File: config.mk
export PLATFORM = sky130hd
export DESIGN_NAME = tmr_pair_unit
export DESIGN_NICKNAME = d
export VERILOG_FILES = /design/src/rtl/tmr_pkg.sv /design/src/rtl/tmr_prescale.sv /design/src/rtl/tmr_pin_sync.sv /design/src/rtl/tmr_core.sv /design/src/rtl/tmr_pair_unit.sv
export SDC_FILE = /design/constraint.sdc
export NUM_CORES = 1
export LEC_CHECK = 0
export BUFFER_PORTS_ARGS = -buffer_cell sky130_fd_sc_hd__buf_2
export CAP_MARGIN = 40
export CORE_UTILIZATION = 50
export CTS_BUF_LIST = sky130_fd_sc_hd__clkbuf_4 sky130_fd_sc_hd__clkbuf_8
export CTS_CLUSTER_SIZE = 40
export DETAILED_ROUTE_END_ITERATION = 16
export MAX_ROUTING_LAYER = met4
export PLACE_DENSITY = 0.81
export SETUP_SLACK_MARGIN = 0.02
export SLEW_MARGIN = 15
export SYNTH_ARGS = -nofsm -noshare
export SYNTH_HDL_FRONTEND = slang
export SYNTH_HIERARCHICAL = 1
export SYNTH_SLANG_ARGS = --single-unit
File: constraint.sdc
create_clock -name clk -period 2.2 [get_ports clk]
set_clock_uncertainty 0.2 [all_clocks]
set_input_delay 0.11 -clock clk [delete_from_list [all_inputs] [get_ports clk]]
set_output_delay 0.11 -clock clk [all_outputs]
set_load 0.005 [all_outputs]
File: src/rtl/tmr_pkg.sv
`timescale 1ns/1ps
package tmr_pkg;
  typedef enum logic [1:0] {
    MODE_13     = 2'd0,
    MODE_16     = 2'd1,
    MODE_RELOAD = 2'd2,
    MODE_SPLIT  = 2'd3
  } tmode_e;

  typedef struct packed {
    logic   gate;
    logic   ext_src;
    tmode_e mode;
  } tcfg_t;

  localparam logic [2:0] A_CFG  = 3'd0;
  localparam logic [2:0] A_RUN  = 3'd1;
  localparam logic [2:0] A_LO0  = 3'd2;
  localparam logic [2:0] A_HI0  = 3'd3;
  localparam logic [2:0] A_LO1  = 3'd4;
  localparam logic [2:0] A_HI1  = 3'd5;
  localparam logic [2:0] A_FLAG = 3'd6;
endpackage

File: src/rtl/tmr_prescale.sv
`timescale 1ns/1ps
module tmr_prescale #(
  parameter int DIV = 12
) (
  input  logic clk,
  input  logic rst_n,
  output logic tick
);
  localparam int CW = (DIV > 1) ? $clog2(DIV) : 1;
  localparam logic [CW-1:0] LAST = CW'(DIV - 1);

  logic [CW-1:0] cnt_q, cnt_d;

  assign tick = (cnt_q == LAST);

  always_comb begin
    cnt_d = tick ? '0 : cnt_q + 1'b1;
  end

  always_ff @(posedge clk or negedge rst_n) begin
    if (!rst_n) cnt_q <= '0;
    else        cnt_q <= cnt_d;
  end
endmodule

File: src/rtl/tmr_pin_sync.sv
`timescale 1ns/1ps
module tmr_pin_sync (
  input  logic clk,
  input  logic rst_n,
  input  logic pin,
  input  logic tick,
  output logic level,
  output logic fall_ev
);
  logic s1_q, s2_q, prev_q, prev_d;

  assign level   = s2_q;
  assign fall_ev = tick & prev_q & ~s2_q;

  always_comb begin
    prev_d = tick ? s2_q : prev_q;
  end

  always_ff @(posedge clk or negedge rst_n) begin
    if (!rst_n) begin
      s1_q   <= 1'b0;
      s2_q   <= 1'b0;
      prev_q <= 1'b0;
    end else begin
      s1_q   <= pin;
      s2_q   <= s1_q;
      prev_q <= prev_d;
    end
  end
endmodule

File: src/rtl/tmr_core.sv
`timescale 1ns/1ps
module tmr_core
  import tmr_pkg::*;
#(
  parameter int W   = 8,
  parameter int PRE = 5
) (
  input  logic         clk,
  input  logic         rst_n,
  input  logic         cnt_en,
  input  logic         split_en,
  input  tmode_e       mode,
  input  logic         wr_lo,
  input  logic         wr_hi,
  input  logic [W-1:0] wr_data,
  output logic [W-1:0] lo,
  output logic [W-1:0] hi,
  output logic         ovf,
  output logic         split_ovf
);
  localparam logic [2*W-1:0] ONE2 = {{(2*W-1){1'b0}}, 1'b1};

  logic [W-1:0] lo_d, hi_d;

  always_comb begin
    lo_d      = lo;
    hi_d      = hi;
    ovf       = 1'b0;
    split_ovf = 1'b0;
    if (cnt_en) begin
      unique case (mode)
        MODE_13: begin
          lo_d[PRE-1:0] = lo[PRE-1:0] + 1'b1;
          if (&lo[PRE-1:0]) begin
            hi_d = hi + 1'b1;
            ovf  = &hi;
          end
        end
        MODE_16: begin
          {hi_d, lo_d} = {hi, lo} + ONE2;
          ovf          = &{hi, lo};
        end
        MODE_RELOAD: begin
          if (&lo) begin
            lo_d = hi;
            ovf  = 1'b1;
          end else begin
            lo_d = lo + 1'b1;
          end
        end
        MODE_SPLIT: begin
          lo_d = lo + 1'b1;
          ovf  = &lo;
        end
        default: ;
      endcase
    end
    if (split_en && mode == MODE_SPLIT) begin
      hi_d      = hi + 1'b1;
      split_ovf = &hi;
    end
    if (wr_lo) lo_d = wr_data;
    if (wr_hi) hi_d = wr_data;
  end

  always_ff @(posedge clk or negedge rst_n) begin
    if (!rst_n) begin
      lo <= '0;
      hi <= '0;
    end else begin
      lo <= lo_d;
      hi <= hi_d;
    end
  end


  hold_idle_chk: assert property (@(posedge clk) disable iff (!rst_n)
    (!cnt_en && !split_en && !wr_lo && !wr_hi) |=> $stable({hi, lo}));


  wrap16_chk: assert property (@(posedge clk) disable iff (!rst_n)
    (mode == MODE_16 && cnt_en && !wr_lo && !wr_hi && (&{hi, lo})) |=> ({hi, lo} == '0));


  reload_chk: assert property (@(posedge clk) disable iff (!rst_n)
    (mode == MODE_RELOAD && cnt_en && !wr_lo && (&lo)) |=> (lo == $past(hi)));
endmodule

File: src/rtl/tmr_pair_unit.sv
`timescale 1ns/1ps
module tmr_pair_unit
  import tmr_pkg::*;
#(
  parameter int W   = 8,
  parameter int PRE = 5,
  parameter int DIV = 12
) (
  input  logic         clk,
  input  logic         rst_n,
  input  logic         wr_en,
  input  logic [2:0]   addr,
  input  logic [W-1:0] wr_data,
  output logic [W-1:0] rd_data,
  input  logic [1:0]   ext_cnt_pin,
  input  logic [1:0]   ext_gate_pin,
  input  logic [1:0]   flag_ack,
  output logic [1:0]   ovf_flag
);
  localparam int NT = 2;

  logic [1:0] rsync_q;
  logic       rst_i_n;

  always_ff @(posedge clk or negedge rst_n) begin
    if (!rst_n) rsync_q <= 2'b00;
    else        rsync_q <= {rsync_q[0], 1'b1};
  end
  assign rst_i_n = rsync_q[1];

  tcfg_t [NT-1:0] cfg_q, cfg_d;
  logic  [NT-1:0] run_q, run_d, flag_q, flag_d;
  logic  [NT-1:0] cnt_lvl, cnt_fall, gate_lvl;
  logic  [NT-1:0] cnt_en, split_en, ovf, split_ovf, flag_set;
  logic  [NT-1:0] wr_lo, wr_hi;
  logic  [W-1:0]  lo [NT];
  logic  [W-1:0]  hi [NT];
  logic           tick, flag_wr;

  tmr_prescale #(.DIV(DIV)) u_pre (.clk(clk), .rst_n(rst_i_n), .tick(tick));

  assign flag_wr = wr_en && (addr == A_FLAG);
  assign wr_lo[0] = wr_en && (addr == A_LO0);
  assign wr_hi[0] = wr_en && (addr == A_HI0);
  assign wr_lo[1] = wr_en && (addr == A_LO1);
  assign wr_hi[1] = wr_en && (addr == A_HI1);

  for (genvar i = 0; i < NT; i++) begin : g_tmr
    tmr_pin_sync u_cnt_sync (
      .clk(clk), .rst_n(rst_i_n), .pin(ext_cnt_pin[i]), .tick(tick),
      .level(cnt_lvl[i]), .fall_ev(cnt_fall[i])
    );
    tmr_pin_sync u_gate_sync (
      .clk(clk), .rst_n(rst_i_n), .pin(ext_gate_pin[i]), .tick(tick),
      .level(gate_lvl[i]), .fall_ev()
    );
    tmr_core #(.W(W), .PRE(PRE)) u_core (
      .clk(clk), .rst_n(rst_i_n),
      .cnt_en(cnt_en[i]), .split_en(split_en[i]), .mode(cfg_q[i].mode),
      .wr_lo(wr_lo[i]), .wr_hi(wr_hi[i]), .wr_data(wr_data),
      .lo(lo[i]), .hi(hi[i]), .ovf(ovf[i]), .split_ovf(split_ovf[i])
    );
  end

  always_comb begin
    for (int i = 0; i < NT; i++) begin
      cnt_en[i] = (cfg_q[i].ext_src ? cnt_fall[i] : tick)
                  && run_q[i] && (!cfg_q[i].gate || gate_lvl[i]);
    end
    if (cfg_q[1].mode == MODE_SPLIT) cnt_en[1] = 1'b0;
    split_en[0] = tick && run_q[1];
    split_en[1] = 1'b0;
    flag_set[0] = ovf[0];
    flag_set[1] = ovf[1] | split_ovf[0];
  end

  always_comb begin
    cfg_d = cfg_q;
    run_d = run_q;
    if (wr_en && addr == A_CFG) begin
      cfg_d[0] = tcfg_t'(wr_data[3:0]);
      cfg_d[1] = tcfg_t'(wr_data[7:4]);
    end
    if (wr_en && addr == A_RUN) run_d = wr_data[1:0];
    for (int i = 0; i < NT; i++) begin
      if (flag_wr)          flag_d[i] = wr_data[i];
      else if (flag_set[i]) flag_d[i] = 1'b1;
      else if (flag_ack[i]) flag_d[i] = 1'b0;
      else                  flag_d[i] = flag_q[i];
    end
  end

  always_ff @(posedge clk or negedge rst_i_n) begin
    if (!rst_i_n) begin
      cfg_q  <= '0;
      run_q  <= '0;
      flag_q <= '0;
    end else begin
      cfg_q  <= cfg_d;
      run_q  <= run_d;
      flag_q <= flag_d;
    end
  end

  assign ovf_flag = flag_q;

  always_comb begin
    unique case (addr)
      A_CFG:   rd_data = W'({cfg_q[1], cfg_q[0]});
      A_RUN:   rd_data = {{(W-NT){1'b0}}, run_q};
      A_LO0:   rd_data = lo[0];
      A_HI0:   rd_data = hi[0];
      A_LO1:   rd_data = lo[1];
      A_HI1:   rd_data = hi[1];
      A_FLAG:  rd_data = {{(W-NT){1'b0}}, flag_q};
      default: rd_data = '0;
    endcase
  end


  flag0_rise_chk: assert property (@(posedge clk) disable iff (!rst_i_n)
    $rose(ovf_flag[0]) |-> $past(ovf[0] || flag_wr));


  flag1_rise_chk: assert property (@(posedge clk) disable iff (!rst_i_n)
    $rose(ovf_flag[1]) |-> $past(ovf[1] || split_ovf[0] || flag_wr));


  ack_clear_chk: assert property (@(posedge clk) disable iff (!rst_i_n)
    (flag_ack[0] && !flag_set[0] && !flag_wr) |=> !ovf_flag[0]);
endmodule

After elaboration in Yosys (flattened, before gate mapping)
Cells that the tools add are included.
{"block": "word_totals", "reg_bits": 60, "input_bits": 20, "wordCells": 139}
{"block": "op_classes", "addsub": 9, "eq_ne": 15, "muxes": 39, "bitwise_logic": 7, "n_reduce_logical": 42}
{"op": "$mux 8", "n": 13}
{"op": "$pmux 8 s7", "n": 1}
{"op": "$pmux 5 s4", "n": 2}
{"op": "$add 16x1->16 const B", "n": 2}
{"op": "$add 8x1->8 const B", "n": 4}
{"op": "$pmux 8 s2", "n": 2}
{"op": "$reduce_and 16->1", "n": 2}
{"op": "$reduce_and 8->1", "n": 4}
{"op": "$pmux 3 s3", "n": 2}
{"op": "$mux 1", "n": 16}
{"op": "$logic_and 1x1->1", "n": 13}
{"op": "$reduce_bool 3->1", "n": 4}
{"op": "$reduce_bool 4->1", "n": 3}
{"op": "$add 5x1->5 const B", "n": 2}
{"op": "$reduce_and 5->1", "n": 2}
{"op": "$eq 3x3->1 const B", "n": 3}
{"op": "$eq 2x2->1 const B", "n": 4}
{"op": "$pmux 1 s4", "n": 2}
{"op": "$eq 3x2->1 const B", "n": 2}
{"op": "$reduce_and 3->1", "n": 2}
{"op": "$reduce_bool 2->1", "n": 3}
{"op": "$add 4x1->4 const B", "n": 1}
{"op": "$and 1x1->1", "n": 4}
{"op": "$eq 2x1->1 const B", "n": 2}
{"op": "12 further kinds", "n": 17}

Depth between registers and ports, before layout
Gate-level depths: netlist of run 1.
{"block": "depth", "word_depth": 11, "depth_mapped": 11, "depth_no_buf": 10}

Modules after synthesis
The synthesis of run 1 kept the hierarchy.
{"module": "tmr_core", "instances": 2, "cells_each": 169, "area_per_inst_um2": 1408.9}
{"module": "tmr_pair_unit", "instances": 1, "cells_each": 105, "area_per_inst_um2": 1061.0}
{"module": "tmr_pin_sync", "instances": 4, "cells_each": 5, "area_per_inst_um2": 100.1}
{"module": "tmr_prescale", "instances": 1, "cells_each": 14, "area_per_inst_um2": 173.9}

Least setup slack after synthesis of run 1
No wires, ideal clock.
{"block": "synth_timing", "path_kind": "flip-flop to flip-flop", "from": "register u_pre.cnt_q[0]", "to": "register g_tmr[0].u_core.lo[3]", "arrival_time_ps": 2524, "setup_slack_ps": -602, "stages_incl_launch_ff": 12, "path_buffers": 1, "synth_period_minus_slack_ps": 2802, "path_cell_list": "dfrtp_1 -> ha_1 -> nand2b_4 -> nor2_2 -> and3b_2 -> inv_1 -> a221oi_1 -> clkbuf_1 -> nor2_1 -> or3_1 -> a22o_1 -> a21oi_1"}
{"block": "synth_via", "elab_chain_len": 7}
{"element": "from (decl)", "line_no": "tmr_prescale.sv:12", "source": "logic [CW-1:0] cnt_q, cnt_d;"}
{"element": "from (signal assigned)", "line_no": "tmr_prescale.sv:22", "source": "else cnt_q <= cnt_d;"}
{"element": "$eq 4x4->1", "line_no": "tmr_prescale.sv:14", "source": "assign tick = (cnt_q == LAST);"}
{"element": "named net tick", "line_no": "tmr_pair_unit.sv:38", "source": "logic tick, flag_wr;"}
{"element": "$and 1x1->1 (2 in a row)", "line_no": "tmr_pin_sync.sv:13", "source": "assign fall_ev = tick & prev_q & ~s2_q;"}
{"element": "named net cnt_fall[0]", "line_no": "tmr_pair_unit.sv:33", "source": "logic [NT-1:0] cnt_lvl, cnt_fall, gate_lvl;"}
{"element": "$mux 1", "line_no": "tmr_pair_unit.sv:67", "source": "cnt_en[i] = (cfg_q[i].ext_src ? cnt_fall[i] : tick)"}
{"element": "$logic_and 1x1->1 (2 in a row)", "line_no": "tmr_pair_unit.sv:68", "source": "&& run_q[i] && (!cfg_q[i].gate || gate_lvl[i]);"}
{"element": "named net cnt_en[0]", "line_no": "tmr_pair_unit.sv:34", "source": "logic [NT-1:0] cnt_en, split_en, ovf, split_ovf, flag_set;"}
{"element": "$reduce_bool 2->1 (no source line)"}
{"element": "to (signal assigned)", "line_no": "tmr_core.sv:71", "source": "lo <= lo_d;"}
{"element": "to (decl)", "line_no": "tmr_core.sv:16", "source": "output logic [W-1:0] lo,"}
The timed path passes the listed nets, and every way through them passes these cells.
A chain may end at the register's enable or synchronous reset.

Worst setup path in the final report of run 1
{"block": "layout_timing", "from": "register u_pre.cnt_q[0]", "to": "register g_tmr[0].u_core.hi[7]"}
{"block": "layout_via", "elab_chain_len": 8, "word_cells_on_any_way": 14}
{"element": "$eq 4x4->1", "line_no": "tmr_prescale.sv:14"}
{"element": "named net tick", "line_no": "tmr_pair_unit.sv:38"}
{"element": "$and 1x1->1 (2 in a row)", "line_no": "tmr_pin_sync.sv:13"}
{"element": "named net cnt_fall[0]", "line_no": "tmr_pair_unit.sv:33"}
{"element": "$mux 1", "line_no": "tmr_pair_unit.sv:67"}
{"element": "$logic_and 1x1->1 (2 in a row)", "line_no": "tmr_pair_unit.sv:68"}
{"element": "named net cnt_en[0]", "line_no": "tmr_pair_unit.sv:34"}
{"element": "$reduce_bool 3->1 (no source line)"}
{"element": "$reduce_and 3->1 (no source line)"}
{"element": "to (signal assigned)", "line_no": "tmr_core.sv:72", "source": "hi <= hi_d;"}
{"element": "to (decl)", "line_no": "tmr_core.sv:17", "source": "output logic [W-1:0] hi,"}
The timed path passes the listed nets, and every way through them passes these cells.

==> impl_metrics.sql, run 1 <==
INSERT INTO impl_metrics (metric_group, metric, value, unit) VALUES
('die', 'core', '0.00830', 'sq mm'),
('final_layout', 'area_growth_syn_to_layout', '35.2', '%'),
('detailed_routing', 'detailroute.via_count', '4644', ''),
('detailed_routing', 'dr.first_iter.drc_count', '440', ''),
('timing', 'worst_slack', '-0.352', 'ns'),
('detailed_routing', 'detail_route.drc_violations', '0', ''),
('power', 'netSwitchingFraction', '41.8', '%'),
('timing', 'rsz0062_at_grt', 'true', ''),
('setup_path', 'critical_path.endpoint_type', 'flop', ''),
('setup_path', 'crit_slowest_cell', 'sky130_fd_sc_hd__dfrtp_1', ''),
('timing', 'worstMarginPinSlew', '0.582', 'ns'),
('clocking', 'cts_tree', 'built', ''),
('timing', 'min_period_over_period', '116', '%'),
('synth', 'yosysWarningCount', '6', ''),
('die', 'floorplan.io_pins', '30', ''),
('detailed_routing', 'route.detailed.wl_per_inst', '21.2', 'microns'),
('timing', 'slew_headroom', '61.1', '%'),
('synth', 'mappedNetlistArea', '0.00435', 'sq mm'),
('final_layout', 'num_antenna_cells', '0', ''),
('power', 'internal-power', '3.06', 'mW'),
('timing', 'post-route-min-period', '2.55', 'ns'),
('die', 'die_height', '95.2', 'microns'),
('flow_run', 'maxCapViolations', '0', ''),
('die', 'number_of_placement_rows', '33', ''),
('setup_path', 'required', '2.28', 'ns'),
('die', 'floorplan.initialDensity', '52.4', '%'),
('timing', 'setup_viol', '34', ''),
('grt', 'globalRouteTotalUtil', '35.3', '%'),
('detailed_routing', 'postRouteAntennaNets', '0', ''),
('setup_path', 'timing.critical_path.mode_cell', 'sky130_fd_sc_hd__buf_4', ''),
('timing', 'max_clk_rate', '392', 'MHz'),
('clocking', 'cts.clk_slew.worst_paths', '0.07', 'ns'),
('die', 'dieArea', '0.00907', 'sq mm'),
('setup_path', 'cp_top_family', 'simple AND/OR/NAND/NOR gates', ''),
('grt', 'maximum_number_of_pins_on_one_net_before_global_route_repair', '45', ''),
('grt', 'antenna_found_initial', '0', ''),
('min_path', 'worst_hold_path_type', 'reg2async', ''),
('synth', 'synthesized_netlist_cell_count', '470', ''),
('grt', 'first_global_vias', '4502', ''),
('power', 'power_per_cell_area', '894', 'mW/mm^2'),
('place', 'port_buffers', '29', ''),
('final_layout', 'layout-drive-gt1-share', '36.0', '%'),
('synth', 'syn_area_per_cell', '9.25', 'sq um'),
('timing', 'holdWs', '0.0696', 'ns'),
('grt', 'globalRouteOverflowTotal', '0', ''),
('clocking', 'clock_tree.buffer_depth', '2', ''),
('timing', 'slew_viol_final', '0', ''),
('detailed_routing', 'avgViaCountPerCell', '6.57', ''),
('clocking', 'clock_latency_on_the_worst_skew_pair', '0.35', 'ns'),
('setup_path', 'crit_fanout', '6', ''),
('place', 'place_hpwl', '9.61', 'mm'),
('detailed_routing', 'drt-pass1-iter-count', '6', ''),
('setup_path', 'cp-start-kind', 'flop', ''),
('power', 'power.sequential.fraction', '32.9', '%'),
('power', 'power_switching', '2.19', 'mW'),
('die', 'die_w', '95.2', 'microns'),
('place', 'globalplace.congestion', '0.961', ''),
('clocking', 'cts_inserted_buffers', '9', ''),
('setup_path', 'critPathMaxStageDelay', '0.40', 'ns'),
('clocking', 'cts_num_sinks', '60', ''),
('setup_path', 'worst-setup-path-type', 'reg2reg', ''),
('setup_path', 'critical_path_arrival', '2.63', 'ns'),
('power', 'power.combinational.fraction', '47.1', '%'),
('final_layout', 'final_util', '70.8', '%'),
('clocking', 'h_tree_lvl_count', '3', ''),
('power', 'static-leakage-power', '2.50', 'nW'),
('power', 'peakVddDrop', '0.523', 'mV'),
('final_layout', 'layout.nets', '634', ''),
('detailed_routing', 'drt-total-wl', '15.0', 'mm'),
('grt', 'wire_length_of_the_first_global_routing_pass', '23.1', 'mm'),
('power', 'power_frac_clock', '20.1', '%'),
('status', 'failed_checks', 'negative setup slack', ''),
('setup_path', 'critical_path.n_buffers_inverters', '3', ''),
('timing', 'final_hold_viol_count', '0', ''),
('status', 'outcome', 'finished, violations left', ''),
('setup_path', 'crit_path_cell_trace', 'ha_4, nand2b_4, nor2_4, and3b_2, inv_2, a221oi_4, buf_4, a22oi_2, buf_4, or3_1, nand3_1', ''),
('clocking', 'root_buffer', 'sky130_fd_sc_hd__clkbuf_8', '');
## cell usage in the layout (no fill, tap or decap), types with 11 or more instances in the layout
cell type and count:
sky130_fd_sc_hd__buf_4 72, sky130_fd_sc_hd__dfrtp_1 59, sky130_fd_sc_hd__nor2_1 42, sky130_fd_sc_hd__buf_2 29, sky130_fd_sc_hd__a31oi_1 22, sky130_fd_sc_hd__inv_1 21
sky130_fd_sc_hd__a21oi_1 20, sky130_fd_sc_hd__nand2_1 19, sky130_fd_sc_hd__dlygate4sd3_1 19, sky130_fd_sc_hd__ha_1 16, sky130_fd_sc_hd__nand3_1 13, sky130_fd_sc_hd__buf_6 12
sky130_fd_sc_hd__o21ai_0 11
## metal layers
metal / GRT usage [%] / vias to the layer above / routed length [microns]
met2: 55.8 / 315 / 7110
met4: 19.9 / 0 / 862
met5: - / - / 0
met3: 4.39 / 89 / 1260
met1: 43.7 / 2193 / 5770
li1: - / 2047 / -
## what timing repair did
item	in CTS	in global routing
buffers inserted	15	5
setup endpoints to repair	34	34
pin swaps	36	20
hold endpoints to repair	45	0
gates resized for setup	34	25
gates cloned	2	0
hold buffers	19	0
## cell type report
class                      count  area [sq um]
clock buffer                  11           145
clock inverter                 5          61.3
fill                         607          2420
inverter                      26           110
multi-input combinational    366          2880
sequential                    60          1500
tap                          105           131
timing repair buffer         134          1050
## state kept, by name, summed over array words and instances (netlist names)
| register | count |
|---|---|
| cfg_q | 8 |
| g_tmr.u_cnt_sync/level | 2 |
| g_tmr.u_cnt_sync/prev_q | 2 |
| g_tmr.u_cnt_sync/s1_q | 2 |
| g_tmr.u_core/hi | 16 |
| g_tmr.u_core/lo | 16 |
| g_tmr.u_gate_sync/level | 2 |
| g_tmr.u_gate_sync/s1_q | 2 |
| ovf_flag | 2 |
| rsync_q | 2 |
| run_q | 2 |
| u_pre/cnt_q | 4 |
## stage by stage
step | instance area, sq um | std cells | setup WS (ns) | power, mW | setup TNS [ns]
2_1_floorplan | 4390 | 472 | -0.232 | 2.93 | -2.51
3_3_place_gp | 5040 | 652 | -0.262 | 3.77 | -3.96
3_5_place_dp | 5040 | 652 | -0.368 | 3.85 | -6.90
4_1_cts | 5720 | 704 | -0.234 | 5.04 | -4.52
5_1_grt | 5880 | 707 | -0.429 | 5.51 | -9.86
6_report | 5880 | 707 | -0.352 | 5.25 | -7.03
## power by group through the flow
| stage | registers (mW) | clock network, mW | logic, mW |
|---|---|---|---|
| after detailed placement | 1.70 | 0 | 2.15 |
| after floorplan | 1.71 | 0 | 1.22 |
| after CTS | 1.69 | 1.06 | 2.29 |
| after global placement | 1.69 | 0 | 2.08 |
| final | 1.73 | 1.05 | 2.47 |
| after global routing | 1.76 | 1.11 | 2.64 |
## worst paths after layout
check | startpoint | endpoint | slack, ns | cells after the start
worst max-delay path | u_pre/cnt_q[0] | g_tmr[0].u_core/hi[7] | -0.35 | 11
worst min-delay path | rsync_q[1] | g_tmr[0].u_cnt_sync/s1_q | 0.07 | 1
worst max register to register | u_pre/cnt_q[0] | g_tmr[0].u_core/hi[7] | -0.35 | 11
worst min register to register | rsync_q[1] | g_tmr[0].u_cnt_sync/s1_q | 0.07 | 1
max in group asynchronous | rsync_q[1] | g_tmr[0].u_core/hi[7] | 0.76 | 1
min in group clk | addr[1] | ovf_flag[0] | 0.08 | 3
(Power assumes the default switching activity.)
==> run 2: changes to the inputs <==
--- a/config.mk
+++ b/config.mk
@@ -11,8 +11,9 @@
 export CTS_BUF_LIST = sky130_fd_sc_hd__clkbuf_4 sky130_fd_sc_hd__clkbuf_8
 export CTS_CLUSTER_SIZE = 40
 export DETAILED_ROUTE_END_ITERATION = 16
+export HOLD_SLACK_MARGIN = 0.06
 export MAX_ROUTING_LAYER = met4
-export PLACE_DENSITY = 0.81
+export PLACE_DENSITY = 0.78
 export SETUP_SLACK_MARGIN = 0.02
 export SLEW_MARGIN = 15
 export SYNTH_ARGS = -nofsm -noshare
==> constraint.sdc (replaced) <==
create_clock -name clk -period 3.06 [get_ports clk]
set_clock_uncertainty 0.2 [all_clocks]
set_input_delay 0.153 -clock clk [delete_from_list [all_inputs] [get_ports clk]]
set_output_delay 0.153 -clock clk [all_outputs]
set_load 0.005 [all_outputs]
==> run 2 against run 1 <==
  * The run now ends clean
  * Final cell count down 11%
  * Combinational power decreased by 53%
  * Maximum frequency shrank 9.9%
  * Routed wire length is 19% lower
  * Cell area decreased by 15%
  * Critical endpoint is now ovf_flag[0]
  * Worst hold slack better by 0.011 ns
  * Via count down 12%
  * Utilization decreased by 11 points
  * Largest cell class unchanged
  * Sequential power is 21% lower
  * Setup slack better by 0.58 ns
  * First-iteration DRC count down 24%
  * Register-to-register slack gained 0.58 ns
==> impl_metrics.sql, run 2 (synthesis results as in run 1) <==
INSERT INTO impl_metrics (metric_group, metric, value, unit) VALUES
('power', 'power_per_cell_area', '665', 'mW/mm^2'),
('die', 'core', '0.00830', 'sq mm'),
('timing', 'final_hold_viol_count', '0', ''),
('setup_path', 'reg2regPathDepth', '12', ''),
('clocking', 'cts_inserted_buffers', '9', ''),
('grt', 'globalRouteTotalUtil', '29.6', '%'),
('setup_path', 'crit_slowest_cell', 'sky130_fd_sc_hd__dlygate4sd3_1', ''),
('timing', 'slew_viol_final', '0', ''),
('setup_path', 'timing.critical_path.mode_cell', 'sky130_fd_sc_hd__a21oi_1', ''),
('timing', 'holdWs', '0.0802', 'ns'),
('power', 'peakVddDrop', '0.253', 'mV'),
('detailed_routing', 'detailroute.via_count', '4083', ''),
('place', 'globalplace.congestion', '0.993', ''),
('min_path', 'worst_hold_path_type', 'in2reg', ''),
('setup_path', 'crit_path_cell_trace', 'ha_1, nand2b_4, nor2_4, and3b_2, inv_1, a221oi_2, buf_4, inv_1, a21oi_1, a21oi_1, a21oi_1, dlygate4sd3_1', ''),
('clocking', 'h_tree_lvl_count', '3', ''),
('status', 'outcome', 'complete, no violations', ''),
('timing', 'post-route-min-period', '2.83', 'ns'),
('final_layout', 'fillCellCount', '702', ''),
('setup_path', 'worst-setup-path-type', 'reg2reg', ''),
('setup_path', 'cp-start-kind', 'flop', ''),
('timing', 'min_period_over_period', '92.5', '%'),
('timing', 'worst_slack', '0.228', 'ns'),
('detailed_routing', 'postRouteAntennaNets', '0', ''),
('setup_path', 'critical_path_arrival', '2.91', 'ns'),
('clocking', 'clock_tree.buffer_depth', '2', ''),
('place', 'post-place-ws', '0.280', 'ns'),
('clocking', 'cts_num_sinks', '60', ''),
('die', 'die_w', '95.2', 'microns'),
('clocking', 'root_buffer', 'sky130_fd_sc_hd__clkbuf_8', ''),
('setup_path', 'worstReg2RegStart', 'u_pre/cnt_q[0]', ''),
('final_layout', 'final_util', '60.0', '%'),
('setup_path', 'timing.reg2reg.setup_slack', '0.23', 'ns'),
('detailed_routing', 'detail_route.drc_violations', '0', ''),
('min_path', 'timing.hold.worst_path_depth', '3', ''),
('grt', 'antenna_found_initial', '0', ''),
('min_path', 'worst_hold_startpoint', 'addr[1]', ''),
('final_layout', 'final_common_cell', 'sky130_fd_sc_hd__dfrtp_1', ''),
('setup_path', 'critical_path.endpoint_type', 'flop', ''),
('final_layout', 'seqCellArea', '0.00150', 'sq mm'),
('setup_path', 'rr_endpoint', 'ovf_flag[0]', ''),
('setup_path', 'critPathMaxStageDelay', '0.55', 'ns'),
('timing', 'max_clk_rate', '353', 'MHz'),
('die', 'number_of_placement_rows', '33', ''),
('die', 'floorplan.initialDensity', '52.4', '%'),
('die', 'dieArea', '0.00907', 'sq mm'),
('clocking', 'clock_latency_on_the_worst_skew_pair', '0.35', 'ns'),
('final_layout', 'multiInputGateArea', '0.00261', 'sq mm'),
('min_path', 'holdPathEnd', 'ovf_flag[1]', ''),
('grt', 'globalRouteOverflowTotal', '0', ''),
('final_layout', 'most-common-layout-cells', '59 x sky130_fd_sc_hd__dfrtp_1, 42 x sky130_fd_sc_hd__nor2_1, 29 x sky130_fd_sc_hd__buf_2', ''),
('detailed_routing', 'drt-pass1-iter-count', '5', ''),
('detailed_routing', 'drt-total-wl', '12.2', 'mm'),
('die', 'floorplan.io_pins', '30', ''),
('timing', 'setup_viol', '0', ''),
('timing', 'worstMarginPinSlew', '0.726', 'ns'),
('final_layout', 'num_antenna_cells', '0', ''),
('final_layout', 'layout.nets', '556', ''),
('final_layout', 'layout-drive-gt1-share', '20.4', '%'),
('grt', 'first_global_vias', '3775', ''),
('setup_path', 'required', '3.14', 'ns'),
('setup_path', 'crit_fanout', '7', ''),
('grt', 'wire_length_of_the_first_global_routing_pass', '19.3', 'mm'),
('detailed_routing', 'avgViaCountPerCell', '6.49', ''),
('place', 'place_hpwl', '8.40', 'mm'),
('final_layout', 'largestRegisters', 'g_tmr.u_core/hi (16), g_tmr.u_core/lo (16), cfg_q (8)', ''),
('power', 'static-leakage-power', '2.08', 'nW'),
('detailed_routing', 'dr.first_iter.drc_count', '336', ''),
('timing', 'slew_headroom', '51.4', '%'),
('clocking', 'cts_tree', 'built', ''),
('place', 'port_buffers', '29', ''),
('grt', 'maximum_number_of_pins_on_one_net_before_global_route_repair', '46', ''),
('die', 'die_height', '95.2', 'microns'),
('detailed_routing', 'route.detailed.wl_per_inst', '19.3', 'microns'),
('flow_run', 'maxCapViolations', '0', ''),
('clocking', 'cts.clk_slew.worst_paths', '0.07', 'ns'),
('final_layout', 'area_growth_syn_to_layout', '14.5', '%');
## run 2: changes by cell type in the layout (fill, tap and decap cells not counted), sizes merged
cell and change:
clkbuf +4, clkinvlp -3, buf -76, clkinv -1, a22oi -2
## run 2: stage by stage
step | power (mW) | std cells | TNS [ns] | instance area (sq um)
global route | 3.50 | 629 | -0.00300 | 4980
global placement | 2.44 | 592 | 0 | 4550
CTS | 3.28 | 627 | 0 | 4950
detailed placement | 2.47 | 592 | 0 | 4550
floorplan | 2.10 | 472 | 0 | 4350
finish | 3.31 | 629 | 0 | 4980
## run 2: what timing repair did
item,CTS,global route
setup endpoints to repair,0,1
gates resized for setup,0,3
endpoints found under the hold margin,55,0
buffers inserted,0,2
hold buffers,19,0
## run 2: routing by layer
layer	global-route usage (%)	vias to the layer above	wire, microns
li1	-	1888	-
met5	-	-	0
met4	13.0	0	541
met2	43.3	192	5360
met3	7.02	49	871
met1	38.9	1954	5380
## run 2: how the worst max path moves through the flow
stage | end | from | depth (start not counted)
3_5_place_dp | g_tmr[1].u_core/hi[5] | u_pre/cnt_q[0] | 10
3_3_place_gp | g_tmr[0].u_core/hi[4] | u_pre/cnt_q[0] | 10
6_report | ovf_flag[0] | u_pre/cnt_q[0] | 12
5_1_grt | ovf_flag[0] | u_pre/cnt_q[0] | 12
2_1_floorplan | g_tmr[0].u_core/lo[3] | u_pre/cnt_q[0] | 11
4_1_cts | ovf_flag[0] | u_pre/cnt_q[0] | 12
## run 2: final cells by class
class	count	area share (%)
clock inverters	1	0.603
flip-flops and latches	60	30.2
clock buffers	15	3.65
well taps	105	2.64
inverters	26	2.16
multi-input cells	364	52.5
repair buffers	58	8.25
## run 2: where the power goes
group	internal [mW]	switching, mW	leakage, nW	total [mW]
logic	0.538	0.615	1.27	1.15
registers	0.984	0.387	0.697	1.37
clock network	0.459	0.327	0.112	0.785
## run 2: worst max-delay path, delay by kind of cell, from the launching register on
family | cells | cell delay [ns]
fa+ha+maj | 1 | 0.23
compound gates | 4 | 0.67
flops | 1 | 0.38
simple gates | 3 | 0.42
buf+inv | 4 | 0.86
==> run 3: changes to the inputs <==
--- a/config.mk
+++ b/config.mk
@@ -5,15 +5,15 @@
 export SDC_FILE = /design/constraint.sdc
 export NUM_CORES = 1
 export LEC_CHECK = 0
-export BUFFER_PORTS_ARGS = -buffer_cell sky130_fd_sc_hd__buf_2
 export CAP_MARGIN = 40
 export CORE_UTILIZATION = 50
 export CTS_BUF_LIST = sky130_fd_sc_hd__clkbuf_4 sky130_fd_sc_hd__clkbuf_8
 export CTS_CLUSTER_SIZE = 40
 export DETAILED_ROUTE_END_ITERATION = 16
+export DONT_BUFFER_PORTS = 1
 export HOLD_SLACK_MARGIN = 0.06
 export MAX_ROUTING_LAYER = met4
-export PLACE_DENSITY = 0.78
+export PLACE_DENSITY = 0.75
 export SETUP_SLACK_MARGIN = 0.02
 export SLEW_MARGIN = 15
 export SYNTH_ARGS = -nofsm -noshare
==> run 3 against run 2 <==
  * Worst hold slack got worse by 0.021 ns
  * Critical path depth decreased by 3
  * Utilization decreased by 1.1 points
  * Sequential share of layout area increased by 0.56 points
  * Flip-flop and latch count unchanged
  * Power increased by 3.9%
  * Die area unchanged
  * First-iteration DRC count decreased by 22%
  * Combinational power decreased by 4%
  * Clock power increased by 23%
  * Critical endpoint is now g_tmr[0].u_core/hi[3]
  * Largest cell class unchanged
  * Largest power group unchanged
==> impl_metrics.sql, run 3 (synthesis results as in run 1) <==
INSERT INTO impl_metrics (metric_group, metric, value, unit) VALUES
('setup_path', 'worst-setup-path-type', 'reg2reg', ''),
('setup_path', 'crit_fanout', '15', ''),
('final_layout', 'area_growth_syn_to_layout', '12.4', '%'),
('grt', 'wire_length_of_the_first_global_routing_pass', '19.9', 'mm'),
('power', 'power_frac_clock', '28.2', '%'),
('grt', 'globalRouteOverflowTotal', '0', ''),
('place', 'port_buffers', '0', ''),
('power', 'internal-power', '2.11', 'mW'),
('detailed_routing', 'route.detailed.wl_per_inst', '20.4', 'microns'),
('final_layout', 'multiInputGateArea', '0.00260', 'sq mm'),
('setup_path', 'reg2regPathDepth', '9', ''),
('clocking', 'root_buffer', 'sky130_fd_sc_hd__clkbuf_8', ''),
('clocking', 'cts-resized-gates', '0', ''),
('grt', 'maximum_number_of_pins_on_one_net_before_global_route_repair', '30', ''),
('detailed_routing', 'avgViaCountPerCell', '6.57', ''),
('power', 'power.combinational.fraction', '32.0', '%'),
('die', 'floorplan.initialDensity', '52.4', '%'),
('clocking', 'clock_tree.buffer_depth', '2', ''),
('timing', 'worst_slack', '0.270', 'ns'),
('clocking', 'clock_latency_on_the_worst_skew_pair', '0.35', 'ns'),
('power', 'power_switching', '1.32', 'mW'),
('setup_path', 'critPathCapture', 'g_tmr[0].u_core/hi[3]', ''),
('min_path', 'worst_hold_path_type', 'reg2async', ''),
('clocking', 'cts_inserted_buffers', '9', ''),
('detailed_routing', 'drt-total-wl', '12.3', 'mm'),
('place', 'place_hpwl', '8.47', 'mm'),
('clocking', 'cts_hold_buffers', '23', ''),
('die', 'number_of_placement_rows', '33', ''),
('clocking', 'cts_num_sinks', '60', ''),
('timing', 'final_hold_viol_count', '0', ''),
('setup_path', 'critPathMaxStageDelay', '0.56', 'ns'),
('clocking', 'cts.clk_slew.worst_paths', '0.08', 'ns'),
('setup_path', 'required', '3.13', 'ns'),
('setup_path', 'worst-path-stages', '9', ''),
('setup_path', 'critical_path_arrival', '2.86', 'ns'),
('detailed_routing', 'detail_route.drc_violations', '0', ''),
('timing', 'post-route-min-period', '2.79', 'ns'),
('power', 'netSwitchingFraction', '38.5', '%'),
('clocking', 'cts_tree', 'built', ''),
('place', 'post-place-ws', '0.280', 'ns'),
('setup_path', 'worstReg2RegStart', 'u_pre/cnt_q[0]', ''),
('timing', 'max_clk_rate', '358', 'MHz'),
('setup_path', 'rr_endpoint', 'g_tmr[0].u_core/hi[3]', ''),
('setup_path', 'crit_slowest_cell', 'sky130_fd_sc_hd__or4_1', ''),
('setup_path', 'critical_path.n_buffers_inverters', '1', ''),
('detailed_routing', 'drt-pass1-iter-count', '5', ''),
('setup_path', 'crit_path_cell_trace', 'ha_1, nand2b_4, nor2_2, and3b_2, inv_1, a221oi_1, a22oi_2, or4_1, a31oi_1', ''),
('flow_run', 'maxCapViolations', '0', ''),
('setup_path', 'timing.reg2reg.setup_slack', '0.27', 'ns'),
('final_layout', 'seqCellArea', '0.00150', 'sq mm'),
('die', 'core', '0.00830', 'sq mm'),
('detailed_routing', 'detailroute.via_count', '3947', ''),
('place', 'globalplace.congestion', '0.944', ''),
('detailed_routing', 'postRouteAntennaNets', '0', ''),
('detailed_routing', 'dr.first_iter.drc_count', '263', ''),
('final_layout', 'layout.nets', '528', ''),
('place', 'placedInstanceArea', '0.00439', 'sq mm'),
('die', 'die_height', '95.2', 'microns'),
('setup_path', 'critical_path.endpoint_type', 'flop', ''),
('setup_path', 'cp-start-kind', 'flop', ''),
('final_layout', 'largestRegisters', 'g_tmr.u_core/hi (16), g_tmr.u_core/lo (16), cfg_q (8)', ''),
('clocking', 'h_tree_lvl_count', '3', ''),
('final_layout', 'stdcell_count', '601', ''),
('timing', 'setup_viol', '0', ''),
('timing', 'rsz0062_at_grt', 'false', ''),
('timing', 'finalSetupTns', '0', 'ns'),
('final_layout', 'layout-drive-gt1-share', '14.7', '%'),
('final_layout', 'final_common_cell', 'sky130_fd_sc_hd__dfrtp_1', ''),
('grt', 'globalRouteTotalUtil', '30.3', '%'),
('power', 'power.sequential.fraction', '39.8', '%'),
('final_layout', 'fillCellCount', '692', ''),
('die', 'die_w', '95.2', 'microns'),
('setup_path', 'cp_top_family', 'simple AND/OR/NAND/NOR gates', ''),
('status', 'outcome', 'complete, no violations', ''),
('power', 'static-leakage-power', '1.98', 'nW'),
('timing', 'worstMarginPinSlew', '0.587', 'ns'),
('final_layout', 'num_antenna_cells', '0', ''),
('power', 'power_per_cell_area', '703', 'mW/mm^2'),
('die', 'floorplan.io_pins', '30', ''),
('power', 'peakVddDrop', '0.345', 'mV'),
('place', 'numPlacedInstances', '562', ''),
('timing', 'slew_headroom', '60.8', '%'),
('clocking', 'postCtsSetupRepairBufs', '0', ''),
('grt', 'antenna_found_initial', '0', ''),
('timing', 'min_period_over_period', '91.2', '%'),
('timing', 'slew_viol_final', '0', ''),
('setup_path', 'timing.critical_path.from', 'u_pre/cnt_q[0]', ''),
('grt', 'first_global_vias', '3803', ''),
('final_layout', 'most-common-layout-cells', '59 x sky130_fd_sc_hd__dfrtp_1, 42 x sky130_fd_sc_hd__nor2_1, 25 x sky130_fd_sc_hd__a21oi_1', ''),
('die', 'dieArea', '0.00907', 'sq mm'),
('final_layout', 'post-route-cell-area', '0.00489', 'sq mm');
-- run 3: cell types whose count changed in the layout (fill, tap and decap cells not counted) --
cell                            change
sky130_fd_sc_hd__clkinv_2           +2
sky130_fd_sc_hd__buf_2             -29
sky130_fd_sc_hd__clkbuf_8           -2
sky130_fd_sc_hd__dlygate4sd3_1      +4
sky130_fd_sc_hd__a221oi_1           +1
sky130_fd_sc_hd__buf_4              -3
sky130_fd_sc_hd__clkinv_4           +1
sky130_fd_sc_hd__nor2_4             -1
sky130_fd_sc_hd__ha_1               +1
sky130_fd_sc_hd__clkbuf_4           -4
sky130_fd_sc_hd__bufinv_16          +3
sky130_fd_sc_hd__nor2_2             +1
sky130_fd_sc_hd__ha_2               -1
sky130_fd_sc_hd__a221oi_2           -1
-- run 3: worst reg2reg max path: cells and delay by family, from the launching register on --
family / cells / cell delay (ns)
compound gates: 3 / 0.81
fa+ha+maj: 1 / 0.22
buf+inv: 1 / 0.03
simple gates: 4 / 1.06
flops: 1 / 0.38
-- run 3: how the worst min path moves through the flow --
| stage | startpoint | endpoint | slack, ns | cells after the start |
|---|---|---|---|---|
| 2_1_floorplan | rst_n | rsync_q[0] | -0.34 | 0 |
| 3_3_place_gp | rst_n | rsync_q[0] | -0.34 | 0 |
| 3_5_place_dp | rst_n | rsync_q[1] | -0.34 | 0 |
| 4_1_cts | wr_en | g_tmr[1].u_core/lo[6] | 0.06 | 5 |
| 5_1_grt | rsync_q[1] | g_tmr[0].u_core/hi[0] | 0.11 | 1 |
| 6_report | rsync_q[1] | g_tmr[0].u_core/lo[6] | 0.06 | 1 |
-- run 3: through the flow --
stage / hold slack [ns] / util [%] / total power, mW
after floorplan: -0.343 / - / 2.10
after global placement: -0.343 / 52.9 / 2.37
after detailed placement: -0.343 / 52.9 / 2.40
after CTS: 0.0617 / 58.9 / 3.43
after global routing: 0.113 / 58.9 / 3.64
final: 0.0596 / 58.9 / 3.44
-- run 3: power by group through the flow --
stage	sequential, mW	clock, mW	combinational, mW
detailed placement	1.37	0	1.03
finish	1.37	0.969	1.10
floorplan	1.23	0	0.869
global placement	1.36	0	1.01
global route	1.40	1.01	1.22
CTS	1.35	0.990	1.09
-- run 3: area by class of cell --
class                   count  share of cell area [%]
flip-flops and latches     60                    30.7
clock buffers               9                    2.53
well taps                 105                    2.69
inverters                  26                    2.20
multi-input cells         364                    53.2
clock inverters             7                    2.84
repair buffers             30                    5.79
-- run 3: routing by layer --
layer / GRT usage [%] / wire, microns
met4: 12.9 / 352
met3: 5.42 / 1130
met5: - / 0
met2: 44.5 / 5520
met1: 40.8 / 5270
